==> src/rtl/irq_prio_pkg.sv <==
package irq_prio_pkg;

  localparam int NUM_IN = 8;
  localparam int IDX_W  = $clog2(NUM_IN);
  localparam int DATA_W = 8;

  // bit positions inside an even-address command byte
  localparam int INIT_BIT   = 4;
  localparam int SELECT_BIT = 3;
  localparam int RDSEL_EN   = 1;
  localparam int RDSEL_ISR  = 0;
  // bits of the opening initialization word
  localparam int OPEN_MODE_BIT   = 0;
  localparam int OPEN_SINGLE_BIT = 1;
  // bit of the mode word that picks automatic release
  localparam int MODE_AUTO_BIT = 1;

  // top three bits of an end-of-interrupt command
  localparam logic [2:0] EOI_SPECIFIC = 3'b011;
  localparam logic [2:0] EOI_LOWEST   = 3'b001;

  typedef enum logic [1:0] {
    CFG_IDLE,
    CFG_BASE,
    CFG_CASCADE,
    CFG_MODE
  } cfgState_t;

  typedef struct packed {
    logic             loadMask;
    logic             clrSpecific;
    logic             clrLowest;
    logic [IDX_W-1:0] clrIdx;
  } dpStrobe_t;

endpackage

==> src/rtl/irq_prio_cmd.sv <==
module irq_prio_cmd
  import irq_prio_pkg::*;
(
  input  logic              clk,
  input  logic              rstN,
  input  logic              wrEn,
  input  logic              addrOdd,
  input  logic [DATA_W-1:0] wrData,
  output dpStrobe_t         strb,
  output logic [DATA_W-1:0] vecBase,
  output logic [DATA_W-1:0] cascadeCfg,
  output logic              autoEoi,
  output logic              readIsr
);

  cfgState_t cfgState;
  logic      wantMode;
  logic      skipCascade;

  logic evenWr, oddWr, isInit, isSelect, isEoi;

  assign evenWr   = wrEn && !addrOdd;
  assign oddWr    = wrEn && addrOdd;
  assign isInit   = evenWr && wrData[INIT_BIT];
  assign isSelect = evenWr && !wrData[INIT_BIT] && wrData[SELECT_BIT];
  assign isEoi    = evenWr && !wrData[INIT_BIT] && !wrData[SELECT_BIT];

  cfgState_t afterBase, afterCascade;
  assign afterCascade = wantMode ? CFG_MODE : CFG_IDLE;
  assign afterBase    = skipCascade ? afterCascade : CFG_CASCADE;

  always_ff @(posedge clk or negedge rstN) begin
    if (!rstN) begin
      cfgState    <= CFG_IDLE;
      wantMode    <= 1'b0;
      skipCascade <= 1'b0;
      vecBase     <= '0;
      cascadeCfg  <= '0;
      autoEoi     <= 1'b0;
      readIsr     <= 1'b0;
    end else if (isInit) begin
      cfgState    <= CFG_BASE;
      wantMode    <= wrData[OPEN_MODE_BIT];
      skipCascade <= wrData[OPEN_SINGLE_BIT];
      autoEoi     <= 1'b0;
      readIsr     <= 1'b0;
    end else if (oddWr && cfgState != CFG_IDLE) begin
      case (cfgState)
        CFG_BASE: begin
          vecBase  <= wrData;
          cfgState <= afterBase;
        end
        CFG_CASCADE: begin
          cascadeCfg <= wrData;
          cfgState   <= afterCascade;
        end
        CFG_MODE: begin
          autoEoi  <= wrData[MODE_AUTO_BIT];
          cfgState <= CFG_IDLE;
        end
        default: cfgState <= CFG_IDLE;
      endcase
    end else if (isSelect && wrData[RDSEL_EN]) begin
      readIsr <= wrData[RDSEL_ISR];
    end
  end

  always_comb begin
    strb.loadMask    = oddWr && (cfgState == CFG_IDLE);
    strb.clrSpecific = isEoi && (wrData[DATA_W-1 -: 3] == EOI_SPECIFIC);
    strb.clrLowest   = isEoi && (wrData[DATA_W-1 -: 3] == EOI_LOWEST);
    strb.clrIdx      = wrData[IDX_W-1:0];
  end

  AST_OPENER_RESETS: assert property (@(posedge clk) disable iff (!rstN)
    isInit |=> (cfgState == CFG_BASE && !readIsr && !autoEoi));

  AST_MODE_WORD_LAST: assert property (@(posedge clk) disable iff (!rstN)
    (cfgState == CFG_MODE && oddWr) |=>
      (cfgState == CFG_IDLE && autoEoi == $past(wrData[MODE_AUTO_BIT])));

  AST_SELECT_HOLDS: assert property (@(posedge clk) disable iff (!rstN)
    !evenWr |=> $stable(readIsr));

endmodule

==> src/rtl/irq_prio_dp.sv <==
module irq_prio_dp
  import irq_prio_pkg::*;
(
  input  logic              clk,
  input  logic              rstN,
  input  logic [NUM_IN-1:0] irqIn,
  input  logic              ackStrobe,
  input  logic [DATA_W-1:0] wrData,
  input  dpStrobe_t         strb,
  input  logic [DATA_W-1:0] vecBase,
  input  logic              autoEoi,
  output logic [NUM_IN-1:0] irr,
  output logic [NUM_IN-1:0] isr,
  output logic [NUM_IN-1:0] imr,
  output logic [DATA_W-1:0] vector,
  output logic              intOut
);

  logic [NUM_IN-1:0] irqPrev;
  logic [NUM_IN-1:0] isrUpTo;
  logic [NUM_IN-1:0] eligible;
  logic [NUM_IN-1:0] grantOneHot;
  logic [IDX_W-1:0]  grantIdx;
  logic              grantValid;
  logic [NUM_IN-1:0] irrNext, isrNext;

  function automatic logic [IDX_W-1:0] lowestIdx(input logic [NUM_IN-1:0] v);
    lowestIdx = '0;
    for (int i = NUM_IN - 1; i >= 0; i--) begin
      if (v[i]) lowestIdx = IDX_W'(i);
    end
  endfunction

  // in-service bit at this index or any higher-priority one
  assign isrUpTo[0] = isr[0];
  for (genvar i = 1; i < NUM_IN; i++) begin : g_upTo
    assign isrUpTo[i] = isrUpTo[i-1] | isr[i];
  end

  assign eligible    = irr & ~imr & ~isrUpTo;
  assign grantValid  = |eligible;
  assign grantOneHot = eligible & (~eligible + NUM_IN'(1));
  assign grantIdx    = lowestIdx(eligible);
  assign intOut      = grantValid;
  assign vector      = vecBase + (grantValid ? DATA_W'(grantIdx) : DATA_W'(NUM_IN - 1));

  always_comb begin
    irrNext = (irr | (irqIn & ~irqPrev)) & irqIn;
    if (ackStrobe && grantValid) irrNext = irrNext & ~grantOneHot;

    isrNext = isr;
    if (strb.clrSpecific) isrNext[strb.clrIdx] = 1'b0;
    if (strb.clrLowest)   isrNext = isrNext & (isrNext - NUM_IN'(1));
    if (ackStrobe && grantValid && !autoEoi) isrNext = isrNext | grantOneHot;
  end

  always_ff @(posedge clk or negedge rstN) begin
    if (!rstN) begin
      irr     <= '0;
      isr     <= '0;
      imr     <= '1;
      irqPrev <= '0;
    end else begin
      irr     <= irrNext;
      isr     <= isrNext;
      irqPrev <= irqIn;
      if (strb.loadMask) imr <= wrData[NUM_IN-1:0];
    end
  end

  AST_ACK_SETS_ISR: assert property (@(posedge clk) disable iff (!rstN)
    (ackStrobe && grantValid && !autoEoi && !strb.clrSpecific && !strb.clrLowest) |=>
      ((isr & $past(grantOneHot)) != '0));

  AST_AUTO_NO_ISR: assert property (@(posedge clk) disable iff (!rstN)
    (ackStrobe && autoEoi && !strb.clrSpecific && !strb.clrLowest) |=> $stable(isr));

  AST_SPURIOUS_NO_ISR: assert property (@(posedge clk) disable iff (!rstN)
    (ackStrobe && !grantValid && !strb.clrSpecific && !strb.clrLowest) |=> $stable(isr));

  AST_TOP_BLOCKS_ALL: assert property (@(posedge clk) disable iff (!rstN)
    isr[0] |-> !intOut);

  AST_SPECIFIC_CLEARS: assert property (@(posedge clk) disable iff (!rstN)
    (strb.clrSpecific && !ackStrobe) |=> !isr[$past(strb.clrIdx)]);

endmodule

==> src/rtl/irq_prio_ctrl.sv <==
module irq_prio_ctrl
  import irq_prio_pkg::*;
(
  input  logic              clk,
  input  logic              rstN,
  input  logic              wrEn,
  input  logic              addrOdd,
  input  logic [DATA_W-1:0] wrData,
  output logic [DATA_W-1:0] rdData,
  input  logic              ackStrobe,
  input  logic [NUM_IN-1:0] irqIn,
  output logic              intOut,
  output logic [DATA_W-1:0] cascadeCfg
);

  dpStrobe_t         strb;
  logic [DATA_W-1:0] vecBase;
  logic              autoEoi;
  logic              readIsr;
  logic [NUM_IN-1:0] irr, isr, imr;
  logic [DATA_W-1:0] vector;

  irq_prio_cmd u_cmd (
    .clk        (clk),
    .rstN       (rstN),
    .wrEn       (wrEn),
    .addrOdd    (addrOdd),
    .wrData     (wrData),
    .strb       (strb),
    .vecBase    (vecBase),
    .cascadeCfg (cascadeCfg),
    .autoEoi    (autoEoi),
    .readIsr    (readIsr)
  );

  irq_prio_dp u_dp (
    .clk       (clk),
    .rstN      (rstN),
    .irqIn     (irqIn),
    .ackStrobe (ackStrobe),
    .wrData    (wrData),
    .strb      (strb),
    .vecBase   (vecBase),
    .autoEoi   (autoEoi),
    .irr       (irr),
    .isr       (isr),
    .imr       (imr),
    .vector    (vector),
    .intOut    (intOut)
  );

  always_comb begin
    if (ackStrobe)    rdData = vector;
    else if (addrOdd) rdData = DATA_W'(imr);
    else if (readIsr) rdData = DATA_W'(isr);
    else              rdData = DATA_W'(irr);
  end

endmodule

==> config.mk <==
export PLATFORM = sky130hd
export DESIGN_NAME = irq_prio_ctrl
export DESIGN_NICKNAME = d
export VERILOG_FILES = /design/src/rtl/irq_prio_pkg.sv /design/src/rtl/irq_prio_cmd.sv /design/src/rtl/irq_prio_dp.sv /design/src/rtl/irq_prio_ctrl.sv
export SDC_FILE = /design/constraint.sdc
export NUM_CORES = 1
export LEC_CHECK = 0
export BUFFER_PORTS_ARGS = -buffer_cell sky130_fd_sc_hd__buf_2
export CAP_MARGIN = 25
export CORE_MARGIN = 2
export CORE_UTILIZATION = 35
export DETAILED_ROUTE_END_ITERATION = 16
export PLACE_DENSITY = 0.6
export SYNTH_ARGS = -nofsm -noshare
export SYNTH_HDL_FRONTEND = slang
export SYNTH_HIERARCHICAL = 1
export SYNTH_SLANG_ARGS = --single-unit
==> constraint.sdc <==
create_clock -name clk -period 3.5 [get_ports clk]
set_input_delay 0.525 -clock clk [delete_from_list [all_inputs] [get_ports clk]]
set_output_delay 0.525 -clock clk [all_outputs]
set_load 0.02 [all_outputs]
==> flow_summary.yaml, run 1 <==
floorplanning:
  die_x_um: 97.55
  ios: 38
  core-area_mm2: 0.008593
  initial_core_util: 0.3564
  die_height_um: 97.55
  die_area_mm2: 0.009516
  rows: 34
synth:
  synth_common_cells: "dfrtp_1, o21ai_0, inv_1, mux2_4, nand2_1"
  mappedNetlistArea_mm2: 0.003063
  synth.avg_cell_area_um2: 11.18
  synthArstFlopShare: 1.000
  synth_warnings: 6
  synth_top_area_frac: 0.3758
  synth_ff_type: "dfrtp_1"
  synth_most_common_cell: "dfrtp_1"
  ys_types: 56
  yosys-top-cells-area: "dfrtp_1, mux2_4, dfstp_2"
  synth.largest_area_cell: "dfrtp_1"
  synth_edf_count: 0
  yosys_register_bits: 54
  yosysSeqAreaShare: 0.4444
  synthCells: 274
  synth_nets: 303
power:
  power_frac_clock: 0.122
  p_int_mw: 1.806
  pwr-share-comb: 0.509
  p_per_area_mw_per_mm2: 787.2
  swShare: 0.3869
  cellLeakagePower_nw: 1.666
  p_switching_mw: 1.140
  vdd_drop_max_mv: 0.3974
  pwr-share-seq: 0.369
route:
  first_iter_violations: 70
  antenna_left: 0
  firstDrtPassIters: 4
  wl_um: 7418
  post_drt_wl_per_cell_um: 16.63
  drc: 0
  via_count: 2364
  vias_per_cell: 5.300
critical_path:
  r2r_setup_slack_ns: 1.38
  cp-startpoint: "u_dp/isr[3]"
  r2r_cells: 9
  required_ns: 2.97
  slowest_stage: "or4_4"
  cp.depth: 13
  crit-reg2reg-launch: "u_dp/isr[0]"
  worst_setup_path_end_kind: "primary output"
  worst-setup-path-type: "register to primary output"
  path_buf_inv: 1
  worstReg2RegEnd: "u_dp/isr[6]"
  critPathTopFamily: "simple AND/OR/NAND/NOR gates"
  cp_common_cell: "or4_4"
  path_cells: "or4_4, or4_4, nor3_2, o31a_1, ha_2, fa_2, a21o_1, nand2_2, nor2_2, xor2_1, nor2b_1, a211oi_2, buf_4"
  worst_setup_path_start_kind: "register"
  arrival_ns: 3.40
  crit_fanout: 4
  crit_path_end: "rdData[6]"
  critical-path-max-stage-delay_ns: 0.58
timing:
  clock_skew_ns: 0.005266
  slew_viol_final: 0
  period_share: 1.122
  setup_viol: 7
  final_hold_viol_count: 0
  finalCriticalPeriod_ns: 3.927
  max-slew-margin-rel: 0.4638
  finalWorstSetupSlack_ns: -0.4270
  worst_pin_slew_ns: 0.7969
  rsz0062_at_grt: "true"
  max_freq_ghz: 0.2546
place:
  placedCellCount: 432
  dpl.hpwl_um: 5531
  gp_congestion: 0.8024
  io_buffers: 37
  post_dp_cell_area_mm2: 0.003517
  place_ws_ns: -0.1026
cells_and_area:
  drive_gt1_frac: 0.4112
  postLayoutCoreUtil: 0.4354
  syn2layout_area_growth_pct: 22.14
  finalNonFillerCells: 446
  diodes: 0
  design_area_mm2: 0.003741
  fin_nets: 366
cts:
  clockRootBuffer: "clkbuf_8"
  cts_tree: "yes"
  cts_hold_buf: 0
  htreeDepth: 2
  cts_buffers: 5
  cts.clk_slew.worst_paths_ns: 0.09
  clk_path_buf_depth: 2
  clock_latency_ns: 0.31
  clkSinkCount: 54
global_routing:
  grt_pass1_vias: 2463
  busiest_layer: "met2"
  grt_pass1_wl_um: 12390
  grt_max_degree: 29
  met3_usage: 0.02590
  grtUsageMet2: 0.2674
  globalRoute.totalOverflow: 0
  track_usage: 0.1620
  use_met1: 0.2200
  antenna_found_initial: 0
outcome:
  status: "finished, violations left"
  violations: "setup timing"
flow_run:
  max_cap_viol_count: 0
worst_hold_path:
  hold_class: "input pin to async pin"
worst reg2reg max path, cell delays in order (launching register included):
cell      delay (ns)
dfrtp_2         0.37
buf_4           0.10
buf_4           0.15
nor4b_1         0.07
nand2b_1        0.18
buf_4           0.16
nor3_1          0.41
buf_4           0.20
nand2_1         0.12
o32ai_1         0.26
metrics by stage:
step	TNS, ns	hold slack [ns]	power [mW]
global route	-3.016	0.2879	3.145
finish	-2.168	0.2378	2.945
CTS	-1.834	0.2624	2.878
floorplan	-0.02735	0.2294	1.994
global placement	-0.1152	0.4900	2.401
detailed placement	-0.2648	0.4874	2.430
sequential cells by signal (all words and copies together) (netlist names):
| signal | cells |
|---|---|
| u_cmd/cfgState | 2 |
| u_dp/irqPrev | 8 |
| u_dp/irr | 8 |
| u_cmd/readIsr | 1 |
| u_cmd/cascadeCfg | 8 |
| u_cmd/vecBase | 8 |
| u_cmd/skipCascade | 1 |
| u_cmd/autoEoi | 1 |
| u_dp/isr | 8 |
| u_dp/imr | 8 |
| u_cmd/wantMode | 1 |
metal layers:
| metal | part of all wire | up-vias |
|---|---|---|
| met5 | 0 | - |
| met1 | 0.48 | 1196 |
| met4 | 0.014 | 0 |
| li1 | - | 1120 |
| met3 | 0.029 | 7 |
| met2 | 0.48 | 41 |
layout make-up:
| class | count | area [µm²] |
|---|---|---|
| Clock inverter | 1 | 5.005 |
| Multi-Input combinational cell | 196 | 1679 |
| Sequential cell | 54 | 1363 |
| Tap cell | 108 | 135.1 |
| Timing Repair Buffer | 64 | 412.9 |
| Inverter | 16 | 60.06 |
| Clock buffer | 7 | 86.33 |
| Fill cell | 836 | 4852 |
how the worst min path moves through the flow:
| stage | from | endpoint | slack, ns | cells past startpoint |
|---|---|---|---|---|
| after floorplan | rstN | u_cmd/autoEoi | 0.23 | 0 |
| after global placement | u_cmd/cascadeCfg[2] | u_cmd/cascadeCfg[2] | 0.49 | 1 |
| after detailed placement | u_cmd/cascadeCfg[4] | u_cmd/cascadeCfg[4] | 0.49 | 1 |
| after CTS | rstN | u_dp/isr[4] | 0.26 | 1 |
| after global routing | rstN | u_dp/irqPrev[1] | 0.29 | 1 |
| final | rstN | u_dp/irqPrev[1] | 0.24 | 1 |
power groups by stage:
stage | combinational (mW) | clock, mW | sequential (mW)
global route | 1.63 | 0.399 | 1.12
detailed placement | 1.34 | 0 | 1.09
floorplan | 0.899 | 0 | 1.09
global placement | 1.32 | 0 | 1.08
CTS | 1.42 | 0.371 | 1.08
finish | 1.50 | 0.358 | 1.09
cells by family after synthesis:
family	synth area share
buffers and inverters	0.04085
flip-flops	0.4444
multiplexers	0.1413
XOR/XNOR	0.01716
adder cells (fa/ha/maj)	0.03513
AO/OA/AOI/OAI	0.1332
AND/OR/NAND/NOR	0.1879
placed cells by master (no fill, tap or decap), types with 6 or more instances in the layout:
cell and count:
dfrtp_1 45, buf_4 32, buf_2 30, o21ai_0 18, inv_1 16, mux2_4 16, nand2_1 13, nor3b_1 10
mux2_2 10, nor2b_1 9, nand3_1 9, nand2b_1 9, mux2i_1 8, a21oi_1 8, dfstp_2 8, a211oi_2 6
clkbuf_8 6, ha_1 6, nor2_1 6
timing repair:
item / in CTS / in global routing
pin swaps: 6 / 7
setup buffers: 2 / 5
setup endpoints to repair: 7 / 7
resized for setup: 15 / 8
(Power assumes the default switching activity.)
==> run 2, diff against run 1 <==
--- a/config.mk
+++ b/config.mk
@@ -9,8 +9,9 @@
 export CAP_MARGIN = 25
 export CORE_MARGIN = 2
 export CORE_UTILIZATION = 35
+export CTS_CLUSTER_SIZE = 8
 export DETAILED_ROUTE_END_ITERATION = 16
-export PLACE_DENSITY = 0.6
+export PLACE_DENSITY = 0.63
 export SYNTH_ARGS = -nofsm -noshare
 export SYNTH_HDL_FRONTEND = slang
 export SYNTH_HIERARCHICAL = 1
==> run 2 against run 1 <==
  * The flow still finishes with violations (setup timing)
  * Core utilization is 0.15 points lower
  * Combinational power hardly changed
  * Die area stayed put
  * Register-to-register slack better by 0.07 ns
  * Flip-flop and latch count stayed put
  * Cell count is 0.45% lower
  * Power hardly changed
  * First-iteration DRC count is 39% higher
  * Non-clock buffer count is 2 lower
  * Worst hold slack better by 0.070 ns
  * Fmax is 0.84% higher
  * Global-route usage is 0.41 points lower
  * Critical path type unchanged
  * Highest routed layer unchanged
==> flow_summary.yaml, run 2 (synthesized netlist as in run 1, its figures left out) <==
power:
  total_power_mw: 2.943
  p_per_area_mw_per_mm2: 789.4
  cellLeakagePower_nw: 1.661
  vdd_drop_max_mv: 0.5137
critical_path:
  arrival_ns: 3.37
  required_ns: 2.97
  worst_setup_path_end_kind: "primary output"
  crit_fanout: 4
  crit-reg2reg-launch: "u_dp/isr[0]"
  cp-startpoint: "u_dp/isr[0]"
  worst_setup_path_start_kind: "register"
  worst-setup-path-type: "register to primary output"
cts:
  clkSinkCount: 54
  htreeDepth: 2
  cts_tree: "yes"
  cts.clk_slew.worst_paths_ns: 0.09
  clockRootBuffer: "clkbuf_8"
  clk_path_buf_depth: 2
  cts_buffers: 5
  cts_hold_buf: 0
  clock_latency_ns: 0.31
floorplanning:
  rows: 34
  die_height_um: 97.55
  core-area_mm2: 0.008593
  die_x_um: 97.55
  initial_core_util: 0.3564
  ios: 38
  die_area_mm2: 0.009516
timing:
  period_share: 1.113
  clock_skew_ns: 0.007210
  finalCriticalPeriod_ns: 3.894
  worst_pin_slew_ns: 0.9157
  rsz0062_at_grt: "true"
  final_hold_viol_count: 0
  slew_viol_final: 0
  max-slew-margin-rel: 0.3839
  setup_viol: 7
  hold_ws_ns: 0.3076
  max_freq_ghz: 0.2568
  finalWorstSetupSlack_ns: -0.3942
place:
  io_buffers: 37
  dpl.hpwl_um: 5463
  gp_congestion: 0.8434
  post_dp_cell_area_mm2: 0.003495
route:
  first_iter_violations: 97
  wl_met1_um: 3401
  firstDrtPassIters: 4
  vias_per_cell: 5.185
  post_drt_wl_per_cell_um: 16.36
  via_count: 2302
  route.met2.wl_um: 3514
  drc: 0
  top_layer_used: "met4"
  antenna_left: 0
  wl_um: 7264
  wl_met3_um: 253
worst_hold_path:
  hold_class: "input pin to async pin"
cells_and_area:
  layout_commonest_cell: "dfrtp_1"
  diodes: 0
  fin_nets: 364
  drive_gt1_frac: 0.4107
  final_cell_mix: "dfrtp_1, buf_4, buf_2, o21ai_0"
  postLayoutCoreUtil: 0.4339
  syn2layout_area_growth_pct: 21.73
  fill_cells: 834
  design_area_mm2: 0.003729
global_routing:
  antenna_found_initial: 0
  track_usage: 0.1579
  grt_pass1_vias: 2347
  grt_pass1_wl_um: 12120
  globalRoute.totalOverflow: 0
  grt_max_degree: 38
outcome:
  violations: "setup timing"
  status: "finished, violations left"
flow_run:
  max_cap_viol_count: 0
## run 2: cell types whose count changed in the layout (fill, tap and decap cells not counted), sizes merged
| cell | change |
|---|---|
| buf | -2 |
## run 2: metal layers
layer / up-vias / track usage
met1: 1123 / 0.2199
met5: - / 0
met2: 48 / 0.2531
met3: 10 / 0.02590
li1: 1121 / -
met4: 0 / 0.04808
## run 2: critical path: stages (launching register included)
cell and delay [ns]:
dfrtp_2 0.41, or4_4 0.56, nor2_4 0.11, a41oi_2 0.12
o31a_1 0.33, ha_2 0.18, buf_4 0.13, fa_2 0.36
buf_4 0.14, buf_4 0.12, xor2_1 0.16, nor2b_1 0.07
a211oi_2 0.18, buf_4 0.18
## run 2: what timing repair did
action / in CTS / in global routing
hold endpoints to repair: 0 / 0
resized for setup: 20 / 4
setup endpoints to repair: 7 / 7
setup buffers: 4 / 3
pin swaps: 9 / 8
## run 2: path summary, 6_finish.rpt
check | depth (start not counted) | slack [ns] | to
min in group clk | 1 | 0.32 | u_dp/irqPrev[6]
setup / recovery | 13 | -0.39 | rdData[2]
max in group asynchronous | 2 | 2.39 | u_dp/imr[7]
hold / removal | 1 | 0.31 | u_dp/isr[4]
setup reg to reg | 5 | 1.45 | u_dp/irr[3]
hold reg to reg | 1 | 0.52 | u_dp/isr[0]
## run 2: cell type report
cell class	count	area (µm²)	share of cell area
multi-input cells	196	1685	0.4520
clock buffers	7	86.33	0.02315
clock inverters	1	5.005	0.001342
repair buffers	62	394.1	0.1057
flip-flops and latches	54	1363	0.3654
well taps	108	135.1	0.03624
inverters	16	60.06	0.01611
## run 2: metrics by stage
step | std cells | setup WS (ns) | setup TNS, ns
global placement | 429 | -0.08295 | -0.2364
finish | 444 | -0.3942 | -2.093
global route | 444 | -0.5514 | -3.150
floorplan | 274 | -0.02735 | -0.02735
detailed placement | 429 | -0.1368 | -0.4302
CTS | 441 | -0.4017 | -1.842
## run 2: where the power goes
part | switching [mW] | total, mW | internal (mW)
clock network | 0.198 | 0.358 | 0.160
logic | 0.726 | 1.49 | 0.765
registers | 0.217 | 1.09 | 0.876
==> run 3, diff against run 2 <==
--- a/config.mk
+++ b/config.mk
@@ -7,6 +7,7 @@
 export LEC_CHECK = 0
 export BUFFER_PORTS_ARGS = -buffer_cell sky130_fd_sc_hd__buf_2
 export CAP_MARGIN = 25
+export CORE_ASPECT_RATIO = 1.4
 export CORE_MARGIN = 2
 export CORE_UTILIZATION = 35
 export CTS_CLUSTER_SIZE = 8
==> run 3 against run 2 <==
  * The run still ends with setup timing left
  * Core utilization increased by 1.1 points
  * Sequential power about the same
  * Power up 8.9%
  * Worst setup slack improved by 0.060 ns
  * Clock power is 80% higher
  * Design area grew 2.2%
  * Worst hold slack got worse by 0.10 ns
  * Non-clock buffer count stayed put
  * First-iteration DRC count down 8.2%
  * Critical path depth did not move
  * Combinational power barely moved
==> flow_summary.yaml, run 3 (synthesized netlist as in run 1, its figures left out) <==
floorplanning:
  die_area_mm2: 0.009526
  ios: 38
  rows: 40
  initial_core_util: 0.3579
  core-area_mm2: 0.008558
  die_x_um: 83.06
  die_height_um: 114.7
power:
  pwr-share-comb: 0.460
  total_power_mw: 3.205
  vdd_drop_max_mv: 0.3606
  p_int_mw: 2.065
  p_switching_mw: 1.140
  pwr-share-seq: 0.339
  power_frac_clock: 0.202
  cellLeakagePower_nw: 1.705
  swShare: 0.3558
  p_per_area_mw_per_mm2: 841.2
timing:
  max_freq_ghz: 0.2608
  finalCriticalPeriod_ns: 3.834
  period_share: 1.095
  clock_skew_ns: 0.008327
  slew_viol_final: 0
  rsz0062_at_grt: "true"
  final_hold_viol_count: 0
  max-slew-margin-rel: 0.4849
  worst_pin_slew_ns: 0.7656
  finalWorstSetupSlack_ns: -0.3341
  setup_viol: 7
critical_path:
  worst_setup_path_start_kind: "register"
  worst-setup-path-type: "register to primary output"
  cp_common_cell: "buf_4"
  path_cells: "or4_4, buf_4, nor2_4, a41oi_1, o31a_1, ha_2, fa_2, buf_4, buf_4, xor2_1, nor2b_1, a211oi_2, buf_4"
  path_buf_inv: 4
  critical-path-max-stage-delay_ns: 0.56
  slowest_stage: "or4_4"
  arrival_ns: 3.31
  critPathTopFamily: "simple AND/OR/NAND/NOR gates"
  crit_fanout: 4
  cp-startpoint: "u_dp/isr[3]"
  worst_setup_path_end_kind: "primary output"
  required_ns: 2.97
  crit-reg2reg-launch: "u_dp/isr[3]"
global_routing:
  grt_max_degree: 44
  grt_pass1_wl_um: 11870
  grt_pass1_vias: 2362
  antenna_found_initial: 0
  globalRoute.totalOverflow: 0
  track_usage: 0.1540
route:
  wl_um: 7161
  first_iter_violations: 89
  drc: 0
  post_drt_wl_per_cell_um: 16.24
  firstDrtPassIters: 4
  via_count: 2316
  antenna_left: 0
  vias_per_cell: 5.252
flow_run:
  max_cap_viol_count: 0
cells_and_area:
  seq_area_mm2: 0.001363
  layout_commonest_cell: "dfrtp_1"
  multi_input_area_mm2: 0.001650
  fill_cells: 817
  final_cell_mix: "dfrtp_1, buf_2, buf_4, o21ai_0"
  diodes: 0
  drive_gt1_frac: 0.4018
  fin_nets: 364
  syn2layout_area_growth_pct: 24.39
  postLayoutCoreUtil: 0.4452
cts:
  clockRootBuffer: "clkbuf_16"
  clkSinkCount: 54
  clock_latency_ns: 0.29
  htreeDepth: 2
  cts.clk_slew.worst_paths_ns: 0.07
  cts_tree: "yes"
  clk_path_buf_depth: 2
  cts_buffers: 5
  cts_hold_buf: 0
place:
  place_ws_ns: -0.1330
  gp_congestion: 0.7953
  dpl.hpwl_um: 5351
  io_buffers: 37
worst_hold_path:
  hold_class: "input pin to async pin"
outcome:
  violations: "setup timing"
  status: "finished, violations left"
[run 3: cell count changes in the layout (fill, tap and decap cells not counted), sizes merged]
cell / previous run / this run
clkbuf: 7 / 6
bufinv: 0 / 2
clkinv: 1 / 0
[run 3: timing repair]
item,in CTS,in global routing
resized for setup,17,1
hold endpoints to repair,0,0
setup buffers,3,3
pin swaps,9,1
endpoints found under the setup margin,7,7
[run 3: worst paths after layout]
check,endpoint,slack [ns],cells after the start
worst min-delay path,u_cmd/cascadeCfg[6],0.20,2
min in group clk,u_dp/irqPrev[4],0.35,1
worst max register to register,u_dp/isr[4],1.46,7
worst max-delay path,rdData[2],-0.33,13
worst min register to register,u_dp/isr[0],0.51,1
max in group asynchronous,u_dp/imr[0],2.79,3
[run 3: routing by layer]
layer  vias to the layer above  share of wire  wire length (µm)  track usage
met5                         -              0                 0            0
met4                         0          0.024               171      0.05464
met3                        14          0.029               209      0.02019
met2                        58           0.53              3769       0.2790
met1                      1129           0.42              3010       0.1873
li1                       1115              -                 -            -
[run 3: stage by stage]
| step | std cells | hold WS (ns) | cell area (µm²) | TNS, ns |
|---|---|---|---|---|
| 2_1_floorplan | 274 | 0.2294 | 3104 | -0.02735 |
| 3_3_place_gp | 426 | 0.4862 | 3491 | -0.2298 |
| 3_5_place_dp | 426 | 0.4863 | 3491 | -0.3826 |
| 4_1_cts | 437 | 0.3496 | 3765 | -1.574 |
| 5_1_grt | 441 | 0.2098 | 3810 | -2.669 |
| 6_report | 441 | 0.2039 | 3810 | -1.732 |
[run 3: power groups by stage]
stage,Sequential (mW),Combinational (mW),Clock [mW]
3_5_place_dp,1.09,1.33,0
6_report,1.09,1.47,0.646
2_1_floorplan,1.09,0.899,0
4_1_cts,1.08,1.43,0.660
5_1_grt,1.12,1.58,0.693
3_3_place_gp,1.08,1.31,0
[run 3: area by class of cell]
class	count	area share
clock buffers	6	0.03645
inverters	16	0.01576
clock inverters	2	0.01576
multi-input cells	196	0.4332
flip-flops and latches	54	0.3576
repair buffers	62	0.1067
well taps	105	0.03448
